<file path="config.mk">
export PLATFORM = sky130hd
export DESIGN_NAME = prio_irq_resolver
export DESIGN_NICKNAME = d
export VERILOG_FILES = /design/src/rtl/prio_irq_pkg.sv /design/src/rtl/prio_max_tree.sv /design/src/rtl/low_first_set.sv /design/src/rtl/prio_irq_resolver.sv
export SDC_FILE = /design/constraint.sdc
export NUM_CORES = 1
export LEC_CHECK = 0
export BUFFER_PORTS_ARGS = -buffer_cell sky130_fd_sc_hd__buf_2
export CAP_MARGIN = 20
export CORE_AREA = 4 4 252 254
export DETAILED_ROUTE_END_ITERATION = 16
export DIE_AREA = 0 0 256 258
export SYNTH_ARGS = -nofsm -noshare
export SYNTH_HDL_FRONTEND = slang
export SYNTH_HIERARCHICAL = 1
export SYNTH_SLANG_ARGS = --single-unit
export TNS_END_PERCENT = 10
</file>
<file path="constraint.sdc">
create_clock -name clk -period 15.2 [get_ports clk]
set_clock_uncertainty 0.05 [all_clocks]
set_input_delay 1.52 -clock clk [delete_from_list [all_inputs] [get_ports clk]]
set_output_delay 1.52 -clock clk [all_outputs]
set_load 0.03 [all_outputs]
</file>
<file path="src/rtl/prio_irq_pkg.sv">
package prio_irq_pkg;

    localparam int SRC_N    = 64;
    localparam int PRIO_W   = 4;
    localparam int MASK_W   = 5;
    localparam int IDX_W    = $clog2(SRC_N);
    localparam int WORD_W   = 32;
    localparam int SRC_LSB  = 16;
    localparam logic [MASK_W-1:0] OPEN_MASK  = '1;
    localparam logic [WORD_W-1:0] EMPTY_WORD = '1;

    typedef struct packed {
        logic              vld;
        logic [IDX_W-1:0]  idx;
        logic [PRIO_W-1:0] prio;
    } cand_t;

    // Upper (higher-numbered) side wins on equal priority.
    function automatic cand_t pick_hi(cand_t lo, cand_t hi);
        if (hi.vld && (!lo.vld || hi.prio >= lo.prio))
            return hi;
        return lo;
    endfunction

    function automatic logic [WORD_W-1:0] pack_nrm(cand_t c);
        logic [WORD_W-1:0] w;
        w = '0;
        if (!c.vld) return EMPTY_WORD;
        w[SRC_LSB +: IDX_W] = c.idx;
        w[PRIO_W-1:0]       = c.prio;
        return w;
    endfunction

    function automatic logic [WORD_W-1:0] pack_fst(cand_t c);
        logic [WORD_W-1:0] w;
        w = '0;
        if (!c.vld) return EMPTY_WORD;
        w[IDX_W-1:0] = c.idx;
        return w;
    endfunction

endpackage

</file>
<file path="src/rtl/prio_max_tree.sv">
module prio_max_tree
    import prio_irq_pkg::*;
#(
    parameter int N = SRC_N
) (
    input  logic [N-1:0]        cand,
    input  logic [N*PRIO_W-1:0] prio_flat,
    output cand_t               win
);
    // Heap layout: node k has children 2k (lower sources) and 2k+1.
    cand_t node [1:2*N-1];

    for (genvar i = 0; i < N; i++) begin : g_leaf
        assign node[N+i] = '{vld: cand[i], idx: IDX_W'(i),
                             prio: prio_flat[i*PRIO_W +: PRIO_W]};
    end

    for (genvar k = 1; k < N; k++) begin : g_node
        assign node[k] = pick_hi(node[2*k], node[2*k+1]);
    end

    assign win = node[1];
endmodule

</file>
<file path="src/rtl/low_first_set.sv">
module low_first_set
    import prio_irq_pkg::*;
#(
    parameter int N = SRC_N
) (
    input  logic [N-1:0] bits,
    output cand_t        first
);
    always_comb begin
        first = '0;
        for (int i = N - 1; i >= 0; i--) begin
            if (bits[i]) first.idx = IDX_W'(i);
        end
        first.vld = |bits;
    end
endmodule

</file>
<file path="src/rtl/prio_irq_resolver.sv">
module prio_irq_resolver
    import prio_irq_pkg::*;
#(
    parameter int N = SRC_N
) (
    input  logic                clk,
    input  logic                rst,
    input  logic [N-1:0]        src_pend,
    input  logic [N-1:0]        src_en,
    input  logic [N-1:0]        src_fast,
    input  logic [MASK_W-1:0]   nrm_mask,
    input  logic [N*PRIO_W-1:0] prio_flat,
    input  logic [N-1:0]        src_raise,
    input  logic                claim_nrm,
    input  logic                claim_fst,
    output logic                irq,
    output logic                fiq,
    output logic [WORD_W-1:0]   nrm_word,
    output logic [WORD_W-1:0]   fst_word,
    output logic [N-1:0]        clr_mask
);
    logic [N-1:0] live, nrm_set, fst_set;
    cand_t        nrm_win, fst_win;
    logic [N-1:0] nrm_hot, fst_hot;

    assign live    = src_pend & src_en;
    assign nrm_set = live & ~src_fast;
    assign fst_set = live & src_fast;

    prio_max_tree #(.N(N)) u_tree (
        .cand      (nrm_set),
        .prio_flat (prio_flat),
        .win       (nrm_win)
    );

    low_first_set #(.N(N)) u_first (
        .bits  (fst_set),
        .first (fst_win)
    );

    // The winner carries the maximum priority, so one compare suffices.
    assign fiq = fst_win.vld;
    assign irq = nrm_win.vld &&
                 ((nrm_mask == OPEN_MASK) || ({1'b0, nrm_win.prio} > nrm_mask));

    always_comb begin
        nrm_hot = '0;
        fst_hot = '0;
        if (claim_nrm && nrm_win.vld) nrm_hot[nrm_win.idx] = 1'b1;
        if (claim_fst && fst_win.vld) fst_hot[fst_win.idx] = 1'b1;
        clr_mask = (nrm_hot | fst_hot) & ~src_raise;
    end

    always_ff @(posedge clk) begin
        if (rst) begin
            nrm_word <= EMPTY_WORD;
            fst_word <= EMPTY_WORD;
        end else begin
            if (claim_nrm) nrm_word <= pack_nrm(nrm_win);
            if (claim_fst) fst_word <= pack_fst(fst_win);
        end
    end
endmodule

</file>
==> Yosys cells after proc, flatten, opt, wreduce, memory -nomap -nowiden <==
Cells that the tools add are included.
{ "op_classes": {"n_lt_le_gt_ge": 68, "eq_ne": 1, "mux": 269, "bitwise": 7, "n_reduce_logical": 196} }
{ "ops": {"columns": ["op", "count"], "rows": [
  ["$mux 11", 126],
  ["$mux 6", 64],
  ["$and 64x64->64", 4],
  ["$ge 4x4->1", 63],
  ["$mux 32", 4],
  ["$mux 64", 2],
  ["$not 64->64", 2],
  ["$mux 1", 71],
  ["$logic_and 1x1->1", 68],
  ["$logic_or 1x1->1", 64],
  ["$or 64x64->64", 1],
  ["$reduce_or 64->1", 1],
  ["$logic_not 1->1", 63],
  ["$lt 6x7->1 const B", 2],
  ["$demux 1 s6", 2],
  ["$ge 6x1->1 const B", 2],
  ["$eq 5x5->1 const B", 1],
  ["$gt 4x5->1", 1]
]} }
{ "totals": {"ff_bits": 64, "in_bits": 521, "out_inout_bits": 130, "wordCells": 543} }

==> Longest topological paths before layout <==
{ "depth": {"depth_word": 73, "mapped_depth": 54, "depth_no_buf": 50} }

==> By module <==
Netlist, hierarchy kept.
{ "modules_own_cells": {"columns": ["mod", "instances", "cells_each", "area_each_um2", "seq_area_each_um2"], "rows": [
  ["prio_max_tree", 1, 1911, 14079.8, 0.0],
  ["prio_irq_resolver", 1, 540, 3301.9, 360.3],
  ["low_first_set", 1, 150, 920.9, 0.0]
]} }

==> Worst setup path after synthesis <==
Ideal clock, no wire load.
{ "synth_timing": {"kind": "input to output", "startpoint": "input port prio_flat[146]", "endpoint": "output port clr_mask[23]", "arrival_ps": 11877, "t_required_ps": 13630, "setup_slack_ps": 1753, "path_stages": 48, "path_buffers": 3, "cell_sequence": "inv_1 ha_1 nand2_1 o21a_1 o21ai_0 mux2_2 ha_1 or3b_2 a211oi_1 nor2_2 mux2i_1 inv_1 ha_1 nand2_1 o21ai_0 a31oi_4 buf_6 a222oi_1 (+12 left out) a211oi_1 or2_1 clkbuf_1 nand2b_1 o221ai_1 inv_1 ha_1 nand2b_1 a21o_1 a21o_1 a211oi_1 nor2_1 buf_2 o21ai_0 or3b_4 nor2_2 nand3_1 a21oi_1"} }
{ "synth_rtl": {"columns": ["element", "line", "text"], "rows": [
  ["start, declared", "prio_irq_resolver.sv:12", "input logic [N*PRIO_W-1:0] prio_flat,"],
  ["end, declared", "prio_irq_resolver.sv:20", "output logic [N-1:0] clr_mask"]
]} }

==> impl_metrics.py <==
metrics = {
    "power_and_ir_drop": {
        "clockPowerShare_pct": 3.2,
        "power_mw": 1.915,
        "switching_share_pct": 62.01,
        "comb_power_share_pct": 93.1,
        "internal_power_mw": 0.7274,
        "peakVddDrop_v": 0.00009579,
        "p_per_area_nw_per_um2": 85.89,
        "seqPwrFrac_pct": 3.7,
        "p_sw_mw": 1.187,
        "leakage_nw": 10.37,
    },
    "worst_setup_path": {
        "crit_end": "clr_mask[24]",
        "path_delay_family": "compound AO/OA/AOI/OAI gates",
        "startpoint": "prio_flat[130]",
        "cp_max_fo": 11,
        "max_stage_delay_ps": 610,
        "crit_cells": 50,
        "crit_top_cell": "ha_1",
        "critPathKind": "in -> out",
        "crit_buf_inv": 7,
        "cp-end-kind": "output port",
        "ff2ff_path_depth": 2,
        "reg2reg_setup_slack_ps": 13890,
        "worstReg2RegStart": "fst_word[30]",
        "rr_endpoint": "fst_word[30]",
        "cp_slowest_cell": "nor2_1",
        "required_ps": 13630,
        "arrival_ps": 12950,
        "setup.worst_path.start_class": "input port",
    },
    "routing": {
        "ant_nets": 0,
        "routed-via-count": 22470,
        "dr.first_iter.drc_count": 1861,
        "drc": 0,
        "routed_via_density": 5.652,
        "wl_per_cell_um": 21.01,
        "routed_wl_mm": 83.51,
        "dr.pass1.iters": 6,
    },
    "placed_design": {
        "globalplace.congestion": 0.9737,
        "dp_hpwl_mm": 73.48,
        "io_buffers": 650,
        "dp.cells": 3958,
    },
    "sta": {
        "fin_crit_sh_pct": 95.51,
        "setup_viol": 0,
        "maxSlewViolCount": 0,
        "fin_hold_ws_ps": 429.6,
        "worst_pin_slew_ps": 1092,
        "rsz0062_at_grt": "yes",
        "hold_violations": 0,
        "max_freq_mhz": 68.88,
        "slew_headroom_pct": 26.95,
        "period_minus_slack_ps": 14520,
    },
    "floorplan": {
        "dieArea_sq_um": 66050,
        "core_sq_um": 61260,
        "rows": 91,
        "io_pins": 651,
        "chipWidth_um": 256,
        "die_h_um": 258,
        "initial_core_util_pct": 29.82,
    },
    "clock_tree": {
        "h-tree-depth": 1,
        "cts_buffers": 3,
        "insertion_delay_ps": 250,
        "clkTransAtPathRegs_ps": 60,
        "cts_tree": "built",
        "cts_sinks": 18,
        "ctsLongestPathBuffers": 2,
        "ctsRootBufferMaster": "clkbuf_16",
    },
    "cells_and_area": {
        "layout-drive-gt1-share_pct": 24.56,
        "multi_input_area_sq_um": 16380,
        "nFillCells": 6631,
        "ff_latch_area_sq_um": 360.3,
        "area_delta_synth_final_pct": 22.01,
        "final_cells": 3975,
        "nets": 3954,
    },
    "yosys": {
        "syn_inst": 2596,
        "synth.cell_area_sq_um": 18270,
        "avgSynthCellArea_sq_um": 7.037,
        "synth_nets": 3373,
        "yosys_warnings": 6,
    },
    "grt": {
        "grt_pass1_vias": 20600,
        "grt_max_degree": 28,
        "gr-total-overflow": 0,
        "grt_pass1_wl_mm": 122.4,
        "grt_antenna_before_repair": 14,
        "track_usage_pct": 23.20,
    },
    "outcome": {
        "status": "completed",
    },
    "run": {
        "timing.max_cap.violations": 0,
    },
    "worst_hold_path": {
        "hold_path.class": "reg -> reg",
        "holdCritStartpoint": "nrm_word[20]",
    },
}
final cells by class:
| class | instances | area share (%) |
|---|---|---|
| repair buffers | 684 | 15.74 |
| multi-input cells | 2218 | 73.47 |
| flip-flops and latches | 18 | 1.617 |
| inverters | 252 | 4.244 |
| well taps | 790 | 4.434 |
| diodes | 9 | 0.1010 |
| clock buffers | 4 | 0.3985 |
sequential cells by signal, indices dropped and copies added, names as in the netlist:
name      flops
nrm_word     11
fst_word      7
power groups by stage:
stage / logic (mW) / registers [mW] / clock network, mW
finish: 1.78 / 0.0713 / 0.0606
global route: 1.95 / 0.0716 / 0.0640
CTS: 1.75 / 0.0703 / 0.0617
detailed placement: 1.74 / 0.0712 / 0
global placement: 1.75 / 0.0706 / 0
floorplan: 1.15 / 0.0888 / 0
routing by layer:
metal	routed length, um	GRT usage [%]	vias to the layer above
met1	38980	32.54	10410
li1	-	-	11140
met4	1544	4.358	6
met2	37590	38.03	828
met3	5353	3.462	87
met5	42	0	-
layout by cell type, fill, tap and decap left out, types with 69 or more instances in the layout:
cell type and instances:
buf_2 650, ha_1 256, inv_1 251, nand2_1 201
nor2_1 188, nor2b_1 186, nand3_1 117, o211ai_1 106
mux2i_1 101, o2111ai_1 96, nor4bb_1 95, a311oi_1 95
o21ai_0 81, a21oi_1 80, and3_1 70, nand2b_1 69
stage by stage:
step / util, % / cell area [sq um] / setup TNS [ps] / setup slack (ps)
3_5_place_dp: 36.13 / 22130 / 0 / 420.4
2_1_floorplan: - / 18270 / 0 / 1753
4_1_cts: 36.28 / 22220 / 0 / 369.6
3_3_place_gp: 36.13 / 22130 / 0 / 505.6
6_report: 36.39 / 22290 / 0 / 682.8
5_1_grt: 36.38 / 22290 / -58.79 / -36.99
what timing repair did:
action,4_1_cts,5_1_grt
setup buffers,0,4
resized for setup,0,6
hold buffers,0,0
endpoints found under the setup margin,0,65
how the worst min path moves through the flow:
| stage | endpoint | slack, ps | depth (start not counted) |
|---|---|---|---|
| global route | nrm_word[3] | 470 | 2 |
| detailed placement | fst_word[5] | 420 | 2 |
| CTS | nrm_word[17] | 430 | 2 |
| floorplan | fst_word[1] | 610 | 2 |
| finish | nrm_word[20] | 430 | 2 |
| global placement | fst_word[5] | 410 | 2 |
tightest hold or removal path: stages (launching register included):
cell	delay, ps
dfxtp_1	320
o21ai_0	70
nand2b_1	60
No activity file was read; power rests on OpenSTA's default activity.
